File: src/rtl/irq_router_pkg.sv
package irq_router_pkg;
    localparam int NUM_CORES = 4;
    localparam int CORE_W    = $clog2(NUM_CORES);
    localparam int LOCAL_N   = 4;
    localparam int CTRL_W    = 2 * LOCAL_N;
    localparam int SRC_W     = 12;
    localparam int ADDR_W    = 8;
    localparam int DATA_W    = 32;

    // source bit positions inside a status word
    localparam int BIT_TMR0   = 0;
    localparam int BIT_MBX0   = 4;
    localparam int BIT_UP     = 8;
    localparam int BIT_PERF   = 9;
    localparam int BIT_BUSCNT = 10;
    localparam int BIT_LT     = 11;

    // register map: single registers by full address, banks by address[7:4]
    localparam logic [ADDR_W-1:0] OFS_UP_ROUTE = 8'h0C;
    localparam logic [ADDR_W-1:0] OFS_LT_ROUTE = 8'h24;
    localparam logic [3:0] BANK_TMR = 4'h4;
    localparam logic [3:0] BANK_MBX = 4'h5;
    localparam logic [3:0] BANK_IRQ = 4'h6;
    localparam logic [3:0] BANK_FIQ = 4'h7;

    typedef logic [CTRL_W-1:0] ctrl_t;
    typedef logic [SRC_W-1:0]  srcw_t;

    typedef struct packed {
        logic [CORE_W-1:0]           up_fiq_core;
        logic [CORE_W-1:0]           up_irq_core;
        logic                        lt_as_fiq;
        logic [CORE_W-1:0]           lt_core;
        ctrl_t [NUM_CORES-1:0]       tmr_ctl;
        ctrl_t [NUM_CORES-1:0]       mbx_ctl;
    } cfg_t;

    typedef struct packed {
        srcw_t [NUM_CORES-1:0] irq_w;
        srcw_t [NUM_CORES-1:0] fiq_w;
    } stat_t;
endpackage

File: src/rtl/irq_local_steer.sv
module irq_local_steer
    import irq_router_pkg::*;
#(
    parameter int N = LOCAL_N
) (
    input  logic [2*N-1:0] ctrl,
    input  logic [N-1:0]   lvl,
    output logic [N-1:0]   to_irq,
    output logic [N-1:0]   to_fiq
);
    for (genvar n = 0; n < N; n++) begin : g_src
        // fast enable has priority over normal enable
        assign to_fiq[n] = lvl[n] & ctrl[n+N];
        assign to_irq[n] = lvl[n] & ctrl[n] & ~ctrl[n+N];
    end
endmodule

File: src/rtl/irq_cfg_regs.sv
module irq_cfg_regs
    import irq_router_pkg::*;
(
    input  logic              clk,
    input  logic              rst_n,
    input  logic              wr,
    input  logic [ADDR_W-1:0] addr,
    input  logic [DATA_W-1:0] wdata,
    output cfg_t              cfg
);
    cfg_t cfg_d, cfg_q;

    logic       aligned;
    logic [3:0] bank;
    logic [1:0] slot;
    logic       unused_wdata;

    assign aligned      = (addr[1:0] == 2'b00);
    assign bank         = addr[7:4];
    assign slot         = addr[3:2];
    assign unused_wdata = ^wdata[DATA_W-1:CTRL_W];

    always_comb begin
        cfg_d = cfg_q;
        if (wr && aligned) begin
            if (addr == OFS_UP_ROUTE) begin
                cfg_d.up_irq_core = wdata[CORE_W-1:0];
                cfg_d.up_fiq_core = wdata[2*CORE_W-1:CORE_W];
            end else if (addr == OFS_LT_ROUTE) begin
                cfg_d.lt_core   = wdata[CORE_W-1:0];
                cfg_d.lt_as_fiq = wdata[CORE_W];
            end else if (bank == BANK_TMR) begin
                cfg_d.tmr_ctl[slot] = wdata[CTRL_W-1:0];
            end else if (bank == BANK_MBX) begin
                cfg_d.mbx_ctl[slot] = wdata[CTRL_W-1:0];
            end
        end
    end

    always_ff @(posedge clk or negedge rst_n) begin
        if (!rst_n) cfg_q <= '0;
        else        cfg_q <= cfg_d;
    end

    assign cfg = cfg_q;
endmodule

File: src/rtl/irq_router.sv
module irq_router
    import irq_router_pkg::*;
(
    input  logic                          clk,
    input  logic                          rst_n,
    input  logic                          reg_wr,
    input  logic [ADDR_W-1:0]             reg_addr,
    input  logic [DATA_W-1:0]             reg_wdata,
    output logic [DATA_W-1:0]             reg_rdata,
    input  logic [NUM_CORES*LOCAL_N-1:0]  tmr_lvl,
    input  logic [NUM_CORES*LOCAL_N-1:0]  mbx_lvl,
    input  logic                          up_irq,
    input  logic                          up_fiq,
    input  logic                          lt_ie,
    input  logic                          lt_pend,
    output logic [NUM_CORES-1:0]          core_irq,
    output logic [NUM_CORES-1:0]          core_fiq
);
    cfg_t  cfg;
    stat_t st_d, st_q;

    logic [NUM_CORES-1:0][LOCAL_N-1:0] t_irq, t_fiq, m_irq, m_fiq;
    logic [NUM_CORES*SRC_W-1:0]        irq_words, fiq_words;

    irq_cfg_regs u_cfg (
        .clk   (clk),
        .rst_n (rst_n),
        .wr    (reg_wr),
        .addr  (reg_addr),
        .wdata (reg_wdata),
        .cfg   (cfg)
    );

    for (genvar c = 0; c < NUM_CORES; c++) begin : g_core
        irq_local_steer #(.N(LOCAL_N)) u_tmr (
            .ctrl   (cfg.tmr_ctl[c]),
            .lvl    (tmr_lvl[c*LOCAL_N +: LOCAL_N]),
            .to_irq (t_irq[c]),
            .to_fiq (t_fiq[c])
        );
        irq_local_steer #(.N(LOCAL_N)) u_mbx (
            .ctrl   (cfg.mbx_ctl[c]),
            .lvl    (mbx_lvl[c*LOCAL_N +: LOCAL_N]),
            .to_irq (m_irq[c]),
            .to_fiq (m_fiq[c])
        );
        assign core_irq[c] = |st_q.irq_w[c];
        assign core_fiq[c] = |st_q.fiq_w[c];
    end

    // next source words from current levels and current configuration
    always_comb begin
        st_d = '0;
        for (int c = 0; c < NUM_CORES; c++) begin
            st_d.irq_w[c][BIT_TMR0 +: LOCAL_N] = t_irq[c];
            st_d.fiq_w[c][BIT_TMR0 +: LOCAL_N] = t_fiq[c];
            st_d.irq_w[c][BIT_MBX0 +: LOCAL_N] = m_irq[c];
            st_d.fiq_w[c][BIT_MBX0 +: LOCAL_N] = m_fiq[c];
        end
        if (up_irq) st_d.irq_w[cfg.up_irq_core][BIT_UP] = 1'b1;
        if (up_fiq) st_d.fiq_w[cfg.up_fiq_core][BIT_UP] = 1'b1;
        if (lt_ie && lt_pend) begin
            if (cfg.lt_as_fiq) st_d.fiq_w[cfg.lt_core][BIT_LT] = 1'b1;
            else               st_d.irq_w[cfg.lt_core][BIT_LT] = 1'b1;
        end
    end

    always_ff @(posedge clk or negedge rst_n) begin
        if (!rst_n) st_q <= '0;
        else        st_q <= st_d;
    end

    assign irq_words = st_q.irq_w;
    assign fiq_words = st_q.fiq_w;

    // register read path
    always_comb begin
        reg_rdata = '0;
        if (reg_addr[1:0] == 2'b00) begin
            if (reg_addr == OFS_UP_ROUTE) begin
                reg_rdata = DATA_W'({cfg.up_fiq_core, cfg.up_irq_core});
            end else if (reg_addr == OFS_LT_ROUTE) begin
                reg_rdata = DATA_W'({cfg.lt_as_fiq, cfg.lt_core});
            end else begin
                case (reg_addr[7:4])
                    BANK_TMR: reg_rdata = DATA_W'(cfg.tmr_ctl[reg_addr[3:2]]);
                    BANK_MBX: reg_rdata = DATA_W'(cfg.mbx_ctl[reg_addr[3:2]]);
                    BANK_IRQ: reg_rdata = DATA_W'(st_q.irq_w[reg_addr[3:2]]);
                    BANK_FIQ: reg_rdata = DATA_W'(st_q.fiq_w[reg_addr[3:2]]);
                    default:  reg_rdata = '0;
                endcase
            end
        end
    end
endmodule

File: config.mk
export PLATFORM = sky130hd
export DESIGN_NAME = irq_router
export DESIGN_NICKNAME = d
export VERILOG_FILES = /design/src/rtl/irq_router_pkg.sv /design/src/rtl/irq_local_steer.sv /design/src/rtl/irq_cfg_regs.sv /design/src/rtl/irq_router.sv
export SDC_FILE = /design/constraint.sdc
export NUM_CORES = 1
export LEC_CHECK = 0
export ABC_AREA = 1
export BUFFER_PORTS_ARGS = -buffer_cell sky130_fd_sc_hd__buf_2
export CAP_MARGIN = 10
export CORE_MARGIN = 2
export CORE_UTILIZATION = 50
export CTS_CLUSTER_SIZE = 16
export DETAILED_ROUTE_END_ITERATION = 16
export MAX_ROUTING_LAYER = met4
export PLACE_DENSITY = 0.74
export SLEW_MARGIN = 20
export SYNTH_ARGS = -nofsm -noshare
export SYNTH_HDL_FRONTEND = slang
export SYNTH_SLANG_ARGS = --single-unit
File: constraint.sdc
create_clock -name clk -period 2.1 [get_ports clk]
set_input_delay 0.105 -clock clk [delete_from_list [all_inputs] [get_ports clk]]
set_output_delay 0.105 -clock clk [all_outputs]
set_load 0.01 [all_outputs]
==> results.py, run 1 <==
metrics = {
    "cts": {
        "cts_sinks": 151,
        "cts.clk_slew.worst_paths_ns": 0.06,
        "cts_tree": "yes",
        "cts-htree-levels": 4,
        "clkLatencyLatePin_ns": 0.43,
        "cts-buffers-inserted": 17,
        "clockBufferDepth": 2,
        "root_buffer": "clkbuf_16",
        "cts_setup_buffers": 0,
    },
    "synthesis": {
        "yosysSeqAreaShare_pct": 53.0,
        "synth_area_per_cell_um2": 7.77,
        "synthCells": 917,
        "synth-seq-cells": 151,
        "synth_area_mm2": 0.00713,
        "yosysWarnings": 0,
        "ys_types": 24,
    },
    "critical_path": {
        "end_kind": "output port",
        "r2r_slack_ns": 1.28,
        "crit_start": "fiq_words[3]$_DFF_PN0_",
        "slowest_delay_ns": 0.64,
        "critPathSlowestCell": "nor4_1",
        "cp_top_family": "simple AND/OR/NAND/NOR gates",
        "path_class": "register to output port",
        "cp.depth": 3,
        "cp-start-kind": "register",
        "r2r_start": "u_cfg.cfg[66]$_DFFE_PN0P_",
        "crit_chain": "nor4_1 > nand4_1 > buf_2",
        "required_ns": 2.00,
        "path_buf_inv": 1,
        "worst-r2r-cell-count": 3,
        "critPathArrivalTime_ns": 1.89,
        "path_max_fanout": 2,
    },
    "drt": {
        "drc_errors": 0,
        "vias_per_cell": 5.18,
        "wl_um": 20400,
        "wl_per_cell_um": 16.8,
        "drt_iter0_drc": 657,
        "vias": 6301,
        "dr.pass1.iters": 7,
        "drtAntennaViolNets": 0,
    },
    "pwr": {
        "ir_drop_mv": 0.545,
        "p_per_area_mw_per_mm2": 759,
        "total_power_w": 0.00642,
        "power_leakage_nw": 4.64,
    },
    "sta": {
        "tns_ns": 0,
        "clock.fmax_mhz": 501,
        "worst_slack_ns": 0.103,
        "period_needed_ns": 2.00,
        "setup_viol": 0,
        "hold_viol": 0,
        "holdWs_ns": 0.0678,
        "worst_slew_pin_slew_ns": 0.692,
        "slew-limit-headroom_pct": 53.4,
        "fin_worst_skew_ns": 0.00430,
        "fin_crit_sh_pct": 95.1,
        "rsz0062_at_grt": "no",
        "drv_slew": 0,
    },
    "place": {
        "place.port_buffers": 72,
        "pre_cts_slack_ns": 0.310,
        "hpwl_um": 14700,
        "routabilityCongestion": 0.993,
        "dp.cells": 1153,
    },
    "layout": {
        "diodes": 0,
        "nNetsFinal": 1106,
        "final_layout_size_suffix_gt1_share_pct": 12.8,
        "instances_no_fill": 1216,
        "fill_cells": 1258,
        "syn_to_final_growth_pct": 18.6,
    },
    "global_routing": {
        "gr-usage-all-layers_pct": 29.5,
        "grt_pass1_wl_um": 31400,
        "grt_max_degree": 57,
        "gr-total-overflow": 0,
        "grt_pass1_vias": 5871,
        "antenna_found_initial": 0,
    },
    "flow_run": {
        "drv_cap": 0,
    },
    "hold_path": {
        "min-delay-start": "lt_pend",
        "min_path_cells": 5,
        "timing.hold.worst.class": "input port to register",
    },
    "floorplan": {
        "rows": 43,
        "io-pin-count": 119,
        "fp.dieH_um": 123,
        "dieArea_mm2": 0.0152,
        "die_w_um": 123,
        "initial_utilization_pct": 51.4,
        "core_area_mm2": 0.0139,
    },
    "outcome": {
        "status": "finished, final reports clean",
    },
}
[kinds of logic (layout without fill, tap and decap cells)]
kind of cell,Yosys count,in the layout,synth area share (%)
simple gates,522,522,29.9
flops,151,151,53.0
buf+inv,132,230,9.07
compound gates,111,111,7.95
other cells,1,22,0.0526
[area by class of cell]
class	count	area (um^2)	share of cell area, %
Timing Repair Buffer	117	830	9.81
Multi-Input combinational cell	655	2790	33.0
Clock inverter	5	25.0	0.296
Tap cell	180	225	2.66
Clock buffer	23	488	5.77
Sequential cell	151	3780	44.7
Inverter	85	322	3.80
[final timing paths]
path | to
min | fiq_words[47]$_DFF_PN0_
min reg2reg | irq_words[1]$_DFF_PN0_
min in group asynchronous | u_cfg.cfg[36]$_DFFE_PN0P_
max reg2reg | irq_words[35]$_DFF_PN0_
max | core_fiq[0]
max in group asynchronous | u_cfg.cfg[10]$_DFFE_PN0P_
[synth_stat cells]
library cell | n | area share, %
buf_4 | 26 | 2.7
nand2_2 | 13 | 1.1
nor2_4 | 2 | 0.32
buf_6 | 5 | 0.79
nand4_1 | 15 | 1.3
nand4_2 | 1 | 0.18
buf_1 | 1 | 0.053
nor3_1 | 9 | 0.63
o22ai_1 | 9 | 0.79
nand3_1 | 2 | 0.14
inv_1 | 79 | 4.2
nand2_1 | 407 | 21
o21ai_1 | 60 | 4.2
conb_1 | 1 | 0.053
nor2_1 | 55 | 2.9
clkbuf_1 | 4 | 0.21
inv_2 | 5 | 0.26
dfrtp_1 | 151 | 53
buf_2 | 11 | 0.77
nor3_4 | 2 | 0.46
a21oi_1 | 10 | 0.70
nor4_1 | 16 | 1.4
o21ai_0 | 32 | 2.2
inv_4 | 1 | 0.088
[worst register-to-register path, cell delays in order (launching register included)]
cell and delay (ns):
dfrtp_1 0.40, inv_1 0.08, nand2_1 0.12, nor2_1 0.15
[report_power, final]
part           switching [W]  internal [W]  leakage [nW]
logic               0.000402      0.000215          2.29
clock network        0.00112       0.00159         0.260
registers          0.0000853       0.00301          2.09
total                0.00160       0.00482          4.64
[per-layer routing]
metal  part of all wire [%]  vias to the layer above  track usage, %  routed length [um]
met5                      0                        -               -                   0
li1                       -                     3040               -                   -
met2                     44                      335            42.2                9010
met3                    9.8                       42            8.16                2010
met1                     43                     2884            40.0                8880
met4                    2.5                        0            11.6                 520
[registers in the layout, indices dropped and copies added (netlist names)]
register and count:
fiq_words 40, irq_words 40, u_cfg.cfg 71
[per-stage QoR]
step	utilization (%)	area, um^2
2_1_floorplan	-	7210
3_3_place_gp	54.7	7590
3_5_place_dp	54.7	7590
4_1_cts	60.9	8450
5_1_grt	60.9	8460
6_report	60.9	8460
[cell usage in the layout, fill, tap and decap left out]
cell type and count:
dlygate4sd3_1 35, nor4_2 1, buf_2 71, buf_4 7, inv_4 1, conb_1 22, nor3_1 9, nand3_1 2
clkbuf_8 4, buf_6 1, nor2_1 55, inv_2 5, nand2_2 13, nor3_4 2, o22ai_1 9, o21ai_1 60
clkbuf_16 17, clkbuf_1 2, nand2_1 407, nand4_2 1, a21oi_1 10, nand4_1 15, inv_1 79, buf_12 3
o21ai_0 32, clkinv_2 5, dfrtp_1 151, nor2_4 2, nor4_1 15
[repair_timing]
action                                  CTS  global route
gates resized for setup                   0             1
hold buffers                             35             0
endpoints found under the hold margin   126             0
endpoints found under the setup margin    0             1
(Power assumes the default switching activity.)
==> inputs of run 2 (changes only) <==
- BUFFER_PORTS_ARGS: -buffer_cell sky130_fd_sc_hd__buf_2 -> unset
- DONT_BUFFER_PORTS: unset -> 1
- PLACE_DENSITY: 0.74 -> 0.67
==> results.py, run 2 (synthesis gave the netlist of run 1 again) <==
metrics = {
    "outcome": {
        "status": "complete, but fails checks",
        "violations": "negative hold slack",
    },
    "critical_path": {
        "cp-start-kind": "register",
        "r2r_start": "u_cfg.cfg[64]$_DFFE_PN0P_",
        "path_class": "register to output port",
        "required_ns": 2.00,
        "path_buf_inv": 0,
        "critPathArrivalTime_ns": 1.73,
        "crit_chain": "nand2_1 > a21oi_1 > o21ai_0 > nand2_1 > nor2_1 > nor2_1",
        "path_max_fanout": 4,
        "cp_top_family": "simple AND/OR/NAND/NOR gates",
        "slowest_delay_ns": 0.40,
        "reg2reg_to": "fiq_words[35]$_DFF_PN0_",
        "critPathSlowestCell": "dfrtp_1",
        "worst-r2r-cell-count": 3,
        "r2r_slack_ns": 1.30,
        "end_kind": "output port",
    },
    "layout": {
        "final_cell_mix": "nand2_1, dfrtp_1, inv_1",
        "diodes": 0,
        "largest_register_ffs": 71,
        "nNetsFinal": 1032,
        "final_layout_size_suffix_gt1_share_pct": 6.12,
        "syn_to_final_growth_pct": 13.7,
        "mostFrequentLayoutCell": "nand2_1",
        "fill_cells": 1334,
    },
    "cts": {
        "root_buffer": "clkbuf_16",
        "cts-buffers-inserted": 17,
        "cts_tree": "yes",
        "postCtsResizedCells": 0,
        "clkLatencyLatePin_ns": 0.43,
        "hold_buffers": 36,
        "cts_sinks": 151,
        "clockBufferDepth": 2,
        "cts_setup_buffers": 0,
        "cts-htree-levels": 4,
        "cts.clk_slew.worst_paths_ns": 0.06,
    },
    "global_routing": {
        "grt_pass1_vias": 5641,
        "antenna_found_initial": 0,
        "gr-total-overflow": 0,
        "gr-usage-all-layers_pct": 29.7,
        "grt_pass1_wl_um": 31800,
        "grt_max_degree": 152,
    },
    "pwr": {
        "pwr-share-clk_pct": 45.5,
        "p_seq_share_pct": 47.4,
        "p_int_w": 0.00499,
        "p_per_area_mw_per_mm2": 805,
        "swShare_pct": 23.6,
        "switchingPower_w": 0.00154,
        "ir_drop_mv": 0.517,
        "combPwrFrac_pct": 7.1,
        "power_leakage_nw": 4.33,
    },
    "place": {
        "routabilityCongestion": 0.918,
        "place.port_buffers": 0,
        "hpwl_um": 14600,
    },
    "drt": {
        "dr.pass1.iters": 5,
        "wl_um": 20600,
        "vias": 6007,
        "drt_iter0_drc": 726,
        "drc_errors": 0,
        "vias_per_cell": 5.25,
        "wl_per_cell_um": 18.0,
        "drtAntennaViolNets": 0,
    },
    "floorplan": {
        "initial_utilization_pct": 51.4,
        "die_w_um": 123,
        "dieArea_mm2": 0.0152,
        "rows": 43,
        "io-pin-count": 119,
        "fp.dieH_um": 123,
        "core_area_mm2": 0.0139,
    },
    "sta": {
        "hold_viol": 151,
        "fin_worst_skew_ns": 0.00672,
        "holdWs_ns": -0.626,
        "worst_slew_pin_slew_ns": 0.692,
        "tns_ns": 0,
        "setup_viol": 0,
        "fin_crit_sh_pct": 87.6,
        "rsz0062_at_grt": "no",
        "drv_slew": 0,
        "period_needed_ns": 1.84,
        "clock.fmax_mhz": 544,
        "slew-limit-headroom_pct": 53.8,
    },
    "flow_run": {
        "drv_cap": 0,
    },
    "hold_path": {
        "timing.hold.worst.class": "input port to async pin",
    },
}
-- run 2: cell types whose count changed in the layout (fill, tap and decap cells not counted), sizes merged --
cell / before / now
buf: 82 / 7
bufinv: 0 / 2
clkbuf: 23 / 22
clkinv: 5 / 4
clkinvlp: 0 / 2
dlygate4sd3: 35 / 36
-- run 2: worst reg2reg max path, stage by stage, from the launching register on --
cell and delay (ns):
dfrtp_1 0.41, inv_1 0.10, nand2_1 0.08, nor2_1 0.14
-- run 2: worst max path at each step --
stage                              startpoint                  endpoint  depth (start not counted)
floorplan                         reg_addr[3]             reg_rdata[11]                          7
global placement                  reg_addr[7]              reg_rdata[4]                          8
detailed placement                reg_addr[0]  u_cfg.cfg[7]$_DFFE_PN0P_                          8
CTS                   irq_words[39]$_DFF_PN0_               core_irq[3]                          2
global route           irq_words[7]$_DFF_PN0_               core_irq[0]                          2
finish              u_cfg.cfg[38]$_DFFE_PN0P_              reg_rdata[6]                          6
-- run 2: cell type report --
| cell class | count | area, um^2 | area share, % |
|---|---|---|---|
| inverters | 85 | 322 | 3.97 |
| clock buffers | 22 | 474 | 5.85 |
| flip-flops and latches | 151 | 3780 | 46.6 |
| clock inverters | 8 | 98.8 | 1.22 |
| multi-input cells | 655 | 2780 | 34.3 |
| well taps | 180 | 225 | 2.78 |
| repair buffers | 43 | 425 | 5.25 |
-- run 2: routing by layer --
layer	GRT usage, %	wire length (um)	part of all wire (%)	vias to the layer above
met5	-	0	0	-
met4	5.82	250	1.2	0
met3	7.43	1930	9.3	21
met2	43.3	9240	45	263
met1	42.6	9220	45	2830
li1	-	-	-	2893
-- run 2: power groups by stage --
stage,logic [W],registers [W],clock network [W]
finish,0.000464,0.00309,0.00297
global route,0.000512,0.00310,0.00314
CTS,0.000455,0.00309,0.00299
detailed placement,0.000389,0.00314,0
global placement,0.000384,0.00314,0
floorplan,0.000319,0.00311,0
-- run 2: metrics by stage --
stage                     total power, W  worst slack [ns]  std cells  util (%)  cell area, um^2
final                            0.00653             0.260       1144      58.4             8110
after global routing             0.00675             0.121       1144      58.4             8110
after CTS                        0.00654             0.241       1144      58.4             8110
after detailed placement         0.00353             0.611       1078      51.7             7170
after global placement           0.00352             0.607       1078      51.7             7170
after floorplan                  0.00343             0.854        938         -             7210
==> inputs of run 3 (changes only) <==
- HOLD_SLACK_MARGIN: unset -> 0.12
- REMOVE_ABC_BUFFERS: unset -> 1
==> results.py, run 3 (synthesis gave the netlist of run 1 again) <==
metrics = {
    "outcome": {
        "status": "complete, but fails checks",
        "violations": "negative hold slack",
    },
    "cts": {
        "postCtsResizedCells": 0,
        "cts.clk_slew.worst_paths_ns": 0.06,
        "cts-buffers-inserted": 17,
        "cts_sinks": 151,
        "cts-htree-levels": 4,
        "cts_tree": "yes",
        "clockBufferDepth": 2,
        "hold_buffers": 44,
        "clkLatencyLatePin_ns": 0.42,
        "root_buffer": "clkbuf_16",
    },
    "layout": {
        "fill_cells": 1280,
        "diodes": 0,
        "final_layout_size_suffix_gt1_share_pct": 5.97,
        "final_cell_mix": "nand2_1, dfrtp_1, inv_1",
        "mostFrequentLayoutCell": "nand2_1",
        "syn_to_final_growth_pct": 14.8,
        "nNetsFinal": 1038,
        "instances_no_fill": 1151,
        "largest_register_ffs": 71,
        "final_area_mm2": 0.00818,
    },
    "drt": {
        "dr.pass1.iters": 7,
        "drt-met1-wl_um": 9290,
        "vias": 6095,
        "vias_per_cell": 5.30,
        "wl_met2_um": 8710,
        "wl_per_cell_um": 17.8,
        "highest_layer": "met4",
        "drtAntennaViolNets": 0,
        "wl_met3_um": 2010,
        "wl_um": 20500,
        "drc_errors": 0,
        "drt_iter0_drc": 565,
    },
    "sta": {
        "clock.fmax_mhz": 497,
        "fin_worst_skew_ns": 0.00532,
        "fin_crit_sh_pct": 95.9,
        "worst_slack_ns": 0.0865,
        "holdWs_ns": -0.622,
        "drv_slew": 0,
        "rsz0062_at_grt": "no",
        "slew-limit-headroom_pct": 40.1,
        "setup_viol": 0,
        "tns_ns": 0,
        "hold_viol": 151,
        "period_needed_ns": 2.01,
        "worst_slew_pin_slew_ns": 0.890,
    },
    "place": {
        "hpwl_um": 14200,
        "dp.cells": 1077,
        "routabilityCongestion": 0.944,
        "dpl_cell_area_mm2": 0.00716,
        "pre_cts_slack_ns": 0.649,
        "place.port_buffers": 0,
    },
    "floorplan": {
        "io-pin-count": 119,
        "die_w_um": 123,
        "core_area_mm2": 0.0139,
        "initial_utilization_pct": 51.4,
        "fp.dieH_um": 123,
        "dieArea_mm2": 0.0152,
        "rows": 43,
    },
    "critical_path": {
        "cp-start-kind": "register",
        "path_max_fanout": 2,
        "path_class": "register to output port",
        "critPathArrivalTime_ns": 1.91,
        "crit_start": "irq_words[43]$_DFF_PN0_",
        "crit_chain": "nor4_1 > nand4_1",
        "required_ns": 2.00,
        "critPathSlowestCell": "nor4_1",
        "r2r_start": "u_cfg.cfg[65]$_DFFE_PN0P_",
        "slowest_delay_ns": 0.79,
        "end_kind": "output port",
    },
    "global_routing": {
        "grt_pass1_vias": 5658,
        "antenna_found_initial": 0,
        "gr-total-overflow": 0,
        "grt_pass1_wl_um": 31800,
        "gr-usage-all-layers_pct": 29.5,
        "grt_max_degree": 152,
    },
    "pwr": {
        "p_per_area_mw_per_mm2": 810,
        "ir_drop_mv": 0.561,
        "power_leakage_nw": 4.36,
    },
    "hold_path": {
        "timing.hold.worst.class": "input port to async pin",
    },
    "flow_run": {
        "drv_cap": 0,
    },
}
run 3: timing repair:
item	CTS	global route
buffers inserted	0	0
endpoints found under the hold margin	256	151
setup endpoints to repair	0	2
run 3: worst paths after layout:
path                                              to  slack (ns)  cells after the start
min in group clk           u_cfg.cfg[45]$_DFFE_PN0P_        0.13                      2
hold / removal               irq_words[25]$_DFF_PN0_       -0.62                      0
hold reg to reg              irq_words[36]$_DFF_PN0_        0.48                      1
setup / recovery                         core_irq[3]        0.09                      2
max in group asynchronous   u_cfg.cfg[1]$_DFFE_PN0P_        2.47                      0
setup reg to reg             fiq_words[11]$_DFF_PN0_        1.27                      3
run 3: stage by stage:
| step | util, % | power, W |
|---|---|---|
| 2_1_floorplan | - | 0.00337 |
| 3_3_place_gp | 51.6 | 0.00352 |
| 3_5_place_dp | 51.6 | 0.00353 |
| 4_1_cts | 59.0 | 0.00665 |
| 5_1_grt | 59.0 | 0.00685 |
| 6_report | 59.0 | 0.00663 |
run 3: area by class of cell:
cell class	count	area, um^2	area share [%]
clock buffers	22	464	5.67
clock inverters	9	125	1.53
multi-input cells	655	2780	34.0
flip-flops and latches	151	3780	46.2
repair buffers	49	488	5.96
inverters	85	322	3.93
well taps	180	225	2.75
run 3: where the power goes:
part | total [W] | switching, W | internal [W]
clock | 0.00307 | 0.00115 | 0.00192
combinational | 0.000469 | 0.000306 | 0.000164
sequential | 0.00309 | 0.0000847 | 0.00301
total | 0.00663 | 0.00154 | 0.00509
run 3: worst max-delay path, delay by kind of cell (launching register included):
family | cells | cell delay [ns]
simple gates | 2 | 1.09
flops | 1 | 0.40
run 3: layer usage:
| metal | track usage, % | up-vias |
|---|---|---|
| li1 | - | 2915 |
| met1 | 42.0 | 2874 |
| met2 | 40.4 | 275 |
| met3 | 8.44 | 31 |
| met4 | 10.4 | 0 |
| met5 | - | - |
